--- src/rtl/smt_fetch_pkg.sv ---
package smt_fetch_pkg;

    localparam int NUM_THR = 2;

    typedef enum logic {
        THR0 = 1'b0,
        THR1 = 1'b1
    } thr_id_e;

    typedef struct packed {
        thr_id_e rr;
    } pick_st_t;

    function automatic thr_id_e thr_other(thr_id_e t);
        return (t == THR0) ? THR1 : THR0;
    endfunction

    function automatic logic [1:0] thr_onehot(thr_id_e t);
        return (t == THR0) ? 2'b01 : 2'b10;
    endfunction

endpackage

--- src/rtl/smt_fetch_ctx.sv ---
module smt_fetch_ctx #(
    parameter int              PC_W      = 32,
    parameter int              CNT_W     = 5,
    parameter int              NUM_W     = 3,
    parameter int              PART      = 16,
    parameter int              FETCH_W   = 4,
    parameter logic [PC_W-1:0] RESET_VEC = '0
) (
    input  logic             clk,
    input  logic             rst_n,
    input  logic             active,
    input  logic             stall,
    input  logic             redir,
    input  logic [PC_W-1:0]  redir_pc,
    input  logic [CNT_W-1:0] squash,
    input  logic [CNT_W-1:0] commit,
    input  logic             granted,
    output logic [PC_W-1:0]  pc,
    output logic [CNT_W-1:0] cnt,
    output logic [NUM_W-1:0] room,
    output logic             elig
);
    localparam int SW = CNT_W + 2;

    typedef struct packed {
        logic [PC_W-1:0]  pc;
        logic [CNT_W-1:0] cnt;
    } ctx_st_t;

    ctx_st_t st_q, st_d;
    logic [CNT_W-1:0] free_d;
    logic [SW-1:0]    dec_d, base_d;

    always_comb begin
        st_d   = st_q;
        free_d = CNT_W'(PART) - st_q.cnt;
        room   = (free_d >= CNT_W'(FETCH_W)) ? NUM_W'(FETCH_W) : NUM_W'(free_d);
        elig   = active && !stall && !redir && (st_q.cnt < CNT_W'(PART));

        dec_d  = SW'(commit) + (redir ? SW'(squash) : '0);
        base_d = (SW'(st_q.cnt) > dec_d) ? (SW'(st_q.cnt) - dec_d) : '0;
        if (granted) begin
            base_d = base_d + SW'(room);
        end
        st_d.cnt = CNT_W'(base_d);

        if (redir) begin
            st_d.pc = redir_pc;
        end else if (granted) begin
            st_d.pc = st_q.pc + (PC_W'(room) << 2);
        end
    end

    always_ff @(posedge clk) begin
        if (!rst_n) begin
            st_q.pc  <= RESET_VEC;
            st_q.cnt <= '0;
        end else begin
            st_q <= st_d;
        end
    end

    assign pc  = st_q.pc;
    assign cnt = st_q.cnt;

endmodule

--- src/rtl/smt_fetch_pick.sv ---
module smt_fetch_pick
    import smt_fetch_pkg::*;
#(
    parameter int CNT_W = 5
) (
    input  logic                  clk,
    input  logic                  rst_n,
    input  logic [1:0]            elig,
    input  logic [1:0][CNT_W-1:0] cnt,
    output logic [1:0]            grant
);
    pick_st_t st_q, st_d;

    always_comb begin
        st_d  = st_q;
        grant = 2'b00;
        unique case (elig)
            2'b01: grant = 2'b01;
            2'b10: grant = 2'b10;
            2'b11: begin
                if (cnt[0] < cnt[1]) begin
                    grant = 2'b01;
                end else if (cnt[1] < cnt[0]) begin
                    grant = 2'b10;
                end else begin
                    grant   = thr_onehot(st_q.rr);
                    st_d.rr = thr_other(st_q.rr);
                end
            end
            default: grant = 2'b00;
        endcase
    end

    always_ff @(posedge clk) begin
        if (!rst_n) begin
            st_q.rr <= THR0;
        end else begin
            st_q <= st_d;
        end
    end

endmodule

--- src/rtl/smt_fetch_arb.sv ---
module smt_fetch_arb
    import smt_fetch_pkg::*;
#(
    parameter int              PC_W        = 32,
    parameter int              QUEUE_DEPTH = 32,
    parameter int              FETCH_W     = 4,
    parameter logic [PC_W-1:0] RESET_VEC   = PC_W'(32'h0000_1000),
    localparam int             PART        = QUEUE_DEPTH / 2,
    localparam int             CNT_W       = $clog2(PART + 1),
    localparam int             NUM_W       = $clog2(FETCH_W + 1)
) (
    input  logic             clk,
    input  logic             rst_n,
    input  logic [1:0]       thr_active,
    input  logic [1:0]       thr_stall,
    input  logic [1:0]       redir_valid,
    input  logic [PC_W-1:0]  redir_pc0,
    input  logic [PC_W-1:0]  redir_pc1,
    input  logic [CNT_W-1:0] squash_cnt0,
    input  logic [CNT_W-1:0] squash_cnt1,
    input  logic [CNT_W-1:0] commit_cnt0,
    input  logic [CNT_W-1:0] commit_cnt1,
    output logic             fetch_valid,
    output logic [1:0]       fetch_grant,
    output logic [PC_W-1:0]  fetch_pc,
    output logic [NUM_W-1:0] fetch_num
);
    logic [NUM_THR-1:0][PC_W-1:0]  ctx_pc;
    logic [NUM_THR-1:0][PC_W-1:0]  tgt_pc;
    logic [NUM_THR-1:0][CNT_W-1:0] ctx_cnt;
    logic [NUM_THR-1:0][CNT_W-1:0] sq_cnt;
    logic [NUM_THR-1:0][CNT_W-1:0] cm_cnt;
    logic [NUM_THR-1:0][NUM_W-1:0] ctx_room;
    logic [NUM_THR-1:0]            ctx_elig;
    logic [NUM_THR-1:0]            grant;

    assign tgt_pc = {redir_pc1, redir_pc0};
    assign sq_cnt = {squash_cnt1, squash_cnt0};
    assign cm_cnt = {commit_cnt1, commit_cnt0};

    for (genvar g = 0; g < NUM_THR; g++) begin : g_thr
        smt_fetch_ctx #(
            .PC_W     (PC_W),
            .CNT_W    (CNT_W),
            .NUM_W    (NUM_W),
            .PART     (PART),
            .FETCH_W  (FETCH_W),
            .RESET_VEC(RESET_VEC)
        ) u_ctx (
            .clk     (clk),
            .rst_n   (rst_n),
            .active  (thr_active[g]),
            .stall   (thr_stall[g]),
            .redir   (redir_valid[g]),
            .redir_pc(tgt_pc[g]),
            .squash  (sq_cnt[g]),
            .commit  (cm_cnt[g]),
            .granted (grant[g]),
            .pc      (ctx_pc[g]),
            .cnt     (ctx_cnt[g]),
            .room    (ctx_room[g]),
            .elig    (ctx_elig[g])
        );
    end

    smt_fetch_pick #(
        .CNT_W(CNT_W)
    ) u_pick (
        .clk  (clk),
        .rst_n(rst_n),
        .elig (ctx_elig),
        .cnt  (ctx_cnt),
        .grant(grant)
    );

    always_comb begin
        fetch_grant = grant;
        fetch_valid = |grant;
        fetch_pc    = '0;
        fetch_num   = '0;
        for (int t = 0; t < NUM_THR; t++) begin
            if (grant[t]) begin
                fetch_pc  = ctx_pc[t];
                fetch_num = ctx_room[t];
            end
        end
    end

endmodule

--- config.mk ---
export PLATFORM = sky130hd
export DESIGN_NAME = smt_fetch_arb
export DESIGN_NICKNAME = d
export VERILOG_FILES = /design/src/rtl/smt_fetch_pkg.sv /design/src/rtl/smt_fetch_ctx.sv /design/src/rtl/smt_fetch_pick.sv /design/src/rtl/smt_fetch_arb.sv
export SDC_FILE = /design/constraint.sdc
export NUM_CORES = 1
export LEC_CHECK = 0
export BUFFER_PORTS_ARGS = -buffer_cell sky130_fd_sc_hd__buf_2
export CAP_MARGIN = 20
export CORE_UTILIZATION = 55
export DETAILED_ROUTE_END_ITERATION = 10
export PLACE_DENSITY = 0.8
export SLEW_MARGIN = 20
export SYNTH_ARGS = -nofsm -noshare
export SYNTH_HDL_FRONTEND = slang
export SYNTH_SLANG_ARGS = --single-unit
export TNS_END_PERCENT = 50
--- constraint.sdc ---
create_clock -name clk -period 5.45 [get_ports clk]
set_input_delay 0.545 -clock clk [delete_from_list [all_inputs] [get_ports clk]]
set_output_delay 0.545 -clock clk [all_outputs]
set_load 0.01 [all_outputs]
After elaboration in Yosys (flattened, before gate mapping)
Index checks and enable logic that the tools add are counted.

Bits in registers: 75. Latch bits: 0. Bits in writable memories: 0. Bits in read-only memories: 0. Bits of input ports: 92. Output and inout port bits: 38. Logic and storage cells: 63. Memories kept: 0.

$add $sub $neg: 10. Multiply operators: 0. Divide/modulo/power cells: 0. Order comparisons: 8. Equal/unequal tests: 3. Shift-type cells: 0. Muxes and demuxes: 21. Bitwise gates (word level): 2. Reductions and logical operators: 14.

Operators by type and width (count): 32-bit 2-to-1 mux (6); 32-bit by 5-bit adder with 32-bit output (2); 5-bit 2-to-1 mux (6); 5-bit by 7-bit > comparator with 1-bit output (2); 5-bit by 5-bit adder with 6-bit output (2); 3-bit 2-to-1 mux (4); 5-bit by 3-bit adder with 5-bit output (2); 5-bit by 3-bit >= comparator with 1-bit output (second input constant) (2); 5-bit < comparator (2); 5-bit < comparator (second input constant) (2); 5-bit subtractor (2); 5-bit subtractor (first input constant) (2); 1-bit logical AND (6); 2-bit 2-to-1 mux (3); 2-bit one-hot mux with 3 select lines (1); 2-bit equality test (second input constant) (2); 1-bit logical NOT (4); 2-bit nonzero test (2); 3-bit AND reduction (1); 2-bit by 1-bit equality test with 1-bit output (second input constant) (1); 1-bit inverter (2); 2-bit OR reduction (1); 1-bit 2-to-1 mux (1).

Logic depth before layout (Yosys ltp)
Depth after elaboration: 8. Depth in mapped cells: 24. Depth with buffers taken out: 21.

Cells and area by module
A second synthesis with hierarchy kept.

Cells, all modules: 712. Area total of the unflattened synthesis: 5866.9 um^2.

By module, submodules not included: smt_fetch_ctx at g_thr[0].u_ctx (instances 1, cells each 321, area an instance 2651.3 um^2, seq. area each 740.7 um^2); smt_fetch_ctx at g_thr[1].u_ctx (instances 1, cells each 314, area an instance 2600.0 um^2, seq. area each 740.7 um^2); smt_fetch_arb (instances 1, cells each 49, area an instance 421.7 um^2, seq. area each 0.0 um^2); smt_fetch_pick (instances 1, cells each 28, area an instance 193.9 um^2, seq. area each 20.0 um^2).

Worst setup path before layout
OpenSTA, ideal clock, no wires.

Path type: input -> register. Start point: input port redir_valid[1]. End point: register, netlist name g_thr[1].u_ctx.cnt[4]. Setup time: 0.131 ns. Data arrival time: 4.694 ns. Required time: 5.319 ns. Path slack: 0.624 ns. Cell stages on the path: 24. Buffers on the path: 3. Path through: clkbuf_1 clkbuf_1 clkbuf_1 and2_1 ha_1 inv_1 fa_1 inv_1 a21o_1 a21oi_1 xor2_1 ha_1 and4_1 a221o_1 a21o_1 nor2_1 ha_1 inv_1 fa_1 inv_1 a21oi_1 nor4b_1 xnor2_1 nor3_1.

Cells in the longest elaborated chain, start to end: 6. Elaborated cells on any way between the ends: 14. Classes of those cells: add/sub (3); order compare (1); eq/ne (3); mux (4); reduce/logical (3).

RTL lines: start: declaration (RTL line smt_fetch_arb.sv:16) `input logic [1:0] redir_valid,`; 5-bit 2-to-1 mux or 1-bit logical NOT (tied branches) (RTL line smt_fetch_ctx.sv:40, smt_fetch_ctx.sv:38); 5-bit by 5-bit adder with 6-bit output or 1-bit logical AND (tied branches) (RTL line smt_fetch_ctx.sv:40, smt_fetch_ctx.sv:38); 5-bit by 7-bit > comparator with 1-bit output (tied with other cells) (RTL line smt_fetch_ctx.sv:41) `base_d = (SW'(st_q.cnt) > dec_d) ? (SW'(st_q.cnt) - dec_d) : '0;`; 5-bit 2-to-1 mux (tied with other cells) (RTL line smt_fetch_ctx.sv:41); 5-bit by 3-bit adder with 5-bit output or 2-bit one-hot mux with 3 select lines (tied branches) (RTL line smt_fetch_ctx.sv:43, smt_fetch_pick.sv:17); 5-bit 2-to-1 mux * (RTL line smt_fetch_ctx.sv:42) `if (granted) begin`.

Mark *: on every way between the ends. The rest lies on a longest branch, timed or not. A chain may end at the register's enable or synchronous reset.

Worst setup path after layout
Start point: register, netlist name g_thr[0].u_ctx.cnt[1]. End point: output port fetch_pc[31].

Cells in the longest elaborated chain, start to end: 6. Elaborated cells on any way between the ends: 12. Classes of those cells: order compare (3); eq/ne (3); mux (5); reduce/logical (1).

RTL lines: 5-bit < comparator, on equally long branches (RTL line smt_fetch_pick.sv:23, smt_fetch_ctx.sv:38); 2-bit 2-to-1 mux or 1-bit logical AND (tied branches) (RTL line smt_fetch_pick.sv:23, smt_fetch_ctx.sv:38); 2-bit 2-to-1 mux (tied with other cells) (RTL line smt_fetch_pick.sv:21) `if (cnt[0] < cnt[1]) begin`; 2-bit one-hot mux with 3 select lines * (RTL line smt_fetch_pick.sv:17) `unique case (elig)`; 32-bit 2-to-1 mux (RTL line smt_fetch_arb.sv:82) `if (grant[t]) begin`; 32-bit 2-to-1 mux * (RTL line smt_fetch_arb.sv:82); end: declaration (RTL line smt_fetch_arb.sv:25) `output logic [PC_W-1:0] fetch_pc,`.

Marked as above.

==> flow_summary.ini <==
[power_and_ir_drop]
p_per_area_nw_per_um2 = 220
intPower_uw = 1000
swShare_pct = 33.8
peakVddDrop_v = 0.000186
pwr-share-comb_pct = 28.1
pwr-share-seq_pct = 41.6
p_clk_share_pct = 30.3
finalPower_uw = 1510
p_sw_uw = 511
p_leak_uw = 0.00297

[clock_tree]
cts.repair.resized = 0
htreeDepth = 3
cts_buffers = 9
ctsHoldBuffers = 0
worstSkewPairLatency_ns = 0.38
cts_setup_buffers = 0
cts_tree = done
clk_transition_reported_paths_ns = 0.08
cts.path.max_buffers = 2
clock_sinks = 75
root_buffer = clkbuf_8

[placement]
port_buffers = 129
gp_congestion = 0.924
hpwl_um = 14200

[sta]
fmax_mhz = 214
skew_ns = 0.0121
hold_viol = 0
final.min_clock_period_ns = 4.68
tightest_slew_ns = 1.09
fin_crit_sh_pct = 85.9
slew_headroom_pct = 27.5
setup_tns_ns = 0
rsz0062_at_grt = no
setup_viol = 0
drv_slew = 0

[route]
top_layer = met4
routed-wl-met2_um = 8840
vias = 6658
routed_via_density = 6.53
drt_wl_total_um = 19200
wire_per_inst_um = 18.8
drt.antenna.violating_nets = 0
wl_met3_um = 1870
dr.first_iter.drc_count = 685
dr.pass1.iters = 6
met1_length_um = 7850
drc_errors = 0

[floorplan]
dieArea_um2 = 11400
die_w_um = 107
initial_utilization_pct = 57.5
num_rows = 37
io_pins = 130
core_um2 = 10500
die_height_um = 107

[synthesis]
synth_nets = 916
async_flop_share_pct = 0
synth.avg_cell_area_um2 = 7.76
synthesis.instances = 775
synth-seq-cells = 75
synthesis.area_um2 = 6010
yosys_warnings = 0
yosysSeqAreaShare_pct = 25.0
yosysUniqueCellTypes = 74
synth-edff-count = 0
yosys_most_used_dff = dfxtp_1

[global_route]
grt_max_degree = 44
track_usage_pct = 34.3
grt_pass1_wl_um = 30900
antenna_found_initial = 0
grt_overflow = 0
grt_pass1_vias = 6517

[layout]
fillCellCount = 939
final_common_cell = buf_2
layout_common_cells = buf_2 (129), nand2_1 (100), dfxtp_1 (75), a21oi_1 (52)
antenna_cells = 0
drive_gt1_share_pct = 19.5
nNetsFinal = 1021
area_delta_synth_final_pct = 14.6

[setup_path]
start_kind = register
path_cells = inv_1, ha_1, nand2b_1, nor2_1, ha_1, nor4b_2, nand2_2, a221o_2, nand2_2, inv_2, buf_4, a22o_1, buf_2
critPathArrivalTime_ns = 4.14
worstPathRequired_ns = 4.91
cp-end-kind = primary output
crit_path_max_fanout = 32
crit_type = register to primary output
crit_slowest_cell = nand2_2
slowest_delay_ns = 0.49

[run]
maxCapViolCount = 0

[run_status]
status = finished clean

[hold_path]
hp-class = primary input to register
[area by class of cell]
cell class,instances,area (µm²),share of cell area (%)
repair buffers,139,721,10.5
well taps,136,170,2.47
inverters,45,169,2.45
multi-input cells,610,4130,59.9
clock inverters,2,35.0,0.509
flip-flops and latches,75,1500,21.8
clock buffers,12,165,2.40
[synth_stat cells (9+ instances only)]
cell        n  area [µm²]
nand2_1   100         375
dfxtp_1    75        1500
a21oi_1    52         260
inv_1      42         158
nor2_1     42         158
ha_1       41         513
o21ai_0    33         165
clkbuf_1   25        93.8
nand3_1    24         120
a22o_1     23         201
a31oi_1    19         119
nor3_1     18        90.1
a22oi_1    16         120
and2_1     15        93.8
a21o_1     14         105
and3_1     14        87.6
buf_2      12        60.1
nand4_1    12        75.1
o211ai_1   11        82.6
o311ai_0   11        96.3
xor2_1     11        96.3
or3_1       9        56.3
[critical path: cells and delay by family (launching register included)]
| family | cells | cell delay (ns) |
|---|---|---|
| buffers and inverters | 4 | 1.00 |
| AND/OR/NAND/NOR | 5 | 1.23 |
| flip-flops | 1 | 0.43 |
| AO/OA/AOI/OAI | 2 | 0.67 |
| adder cells (fa/ha/maj) | 2 | 0.41 |
[metrics by stage]
| step | hold slack, ns | utilization (%) | instance area (µm²) | cells | setup WS (ns) |
|---|---|---|---|---|---|
| 2_1_floorplan | 0.437 | - | 6010 | 775 | 0.624 |
| 3_3_place_gp | 0.457 | 63.9 | 6690 | 1005 | 1.18 |
| 3_5_place_dp | 0.475 | 63.9 | 6690 | 1005 | 0.882 |
| 4_1_cts | 0.397 | 65.8 | 6890 | 1019 | 0.844 |
| 5_1_grt | 0.412 | 65.8 | 6890 | 1019 | 0.619 |
| 6_report | 0.403 | 65.8 | 6890 | 1019 | 0.768 |
[cells by family after synthesis]
| logic type | Yosys count | synth area share, % |
|---|---|---|
| AO/OA/AOI/OAI | 257 | 30.5 |
| XOR/XNOR | 19 | 2.77 |
| adder cells (fa/ha/maj) | 49 | 11.2 |
| buffers and inverters | 90 | 6.39 |
| flip-flops | 75 | 25.0 |
| multiplexers | 4 | 0.666 |
| AND/OR/NAND/NOR | 281 | 23.5 |
[sequential cells by signal (all words and copies together), names as in the netlist]
signal,flops
g_thr.u_ctx.pc,64
u_pick.st_q,1
g_thr.u_ctx.cnt,10
[routing by layer]
metal / vias up / global-route usage, %
met5: - / 0
met4: 0 / 18.6
met1: 3100 / 43.6
li1: 3106 / -
met2: 389 / 54.8
met3: 63 / 6.50
[power by group through the flow]
stage	combinational, µW	clock (µW)	sequential, µW
floorplan	296	0	621
global placement	393	0	636
detailed placement	414	0	638
CTS	417	462	626
global route	464	484	633
finish	425	459	629
[path summary, 6_finish.rpt]
path	start	to	slack [ns]	depth (start not counted)
min	redir_pc0[0]	g_thr[0].u_ctx.pc[0]	0.40	3
max	g_thr[0].u_ctx.cnt[1]	fetch_pc[31]	0.77	13
min reg2reg	g_thr[0].u_ctx.pc[2]	g_thr[0].u_ctx.pc[2]	0.49	2
max reg2reg	g_thr[0].u_ctx.cnt[1]	g_thr[0].u_ctx.pc[26]	1.21	13
Note: power is estimated with default switching activity, not from simulation.
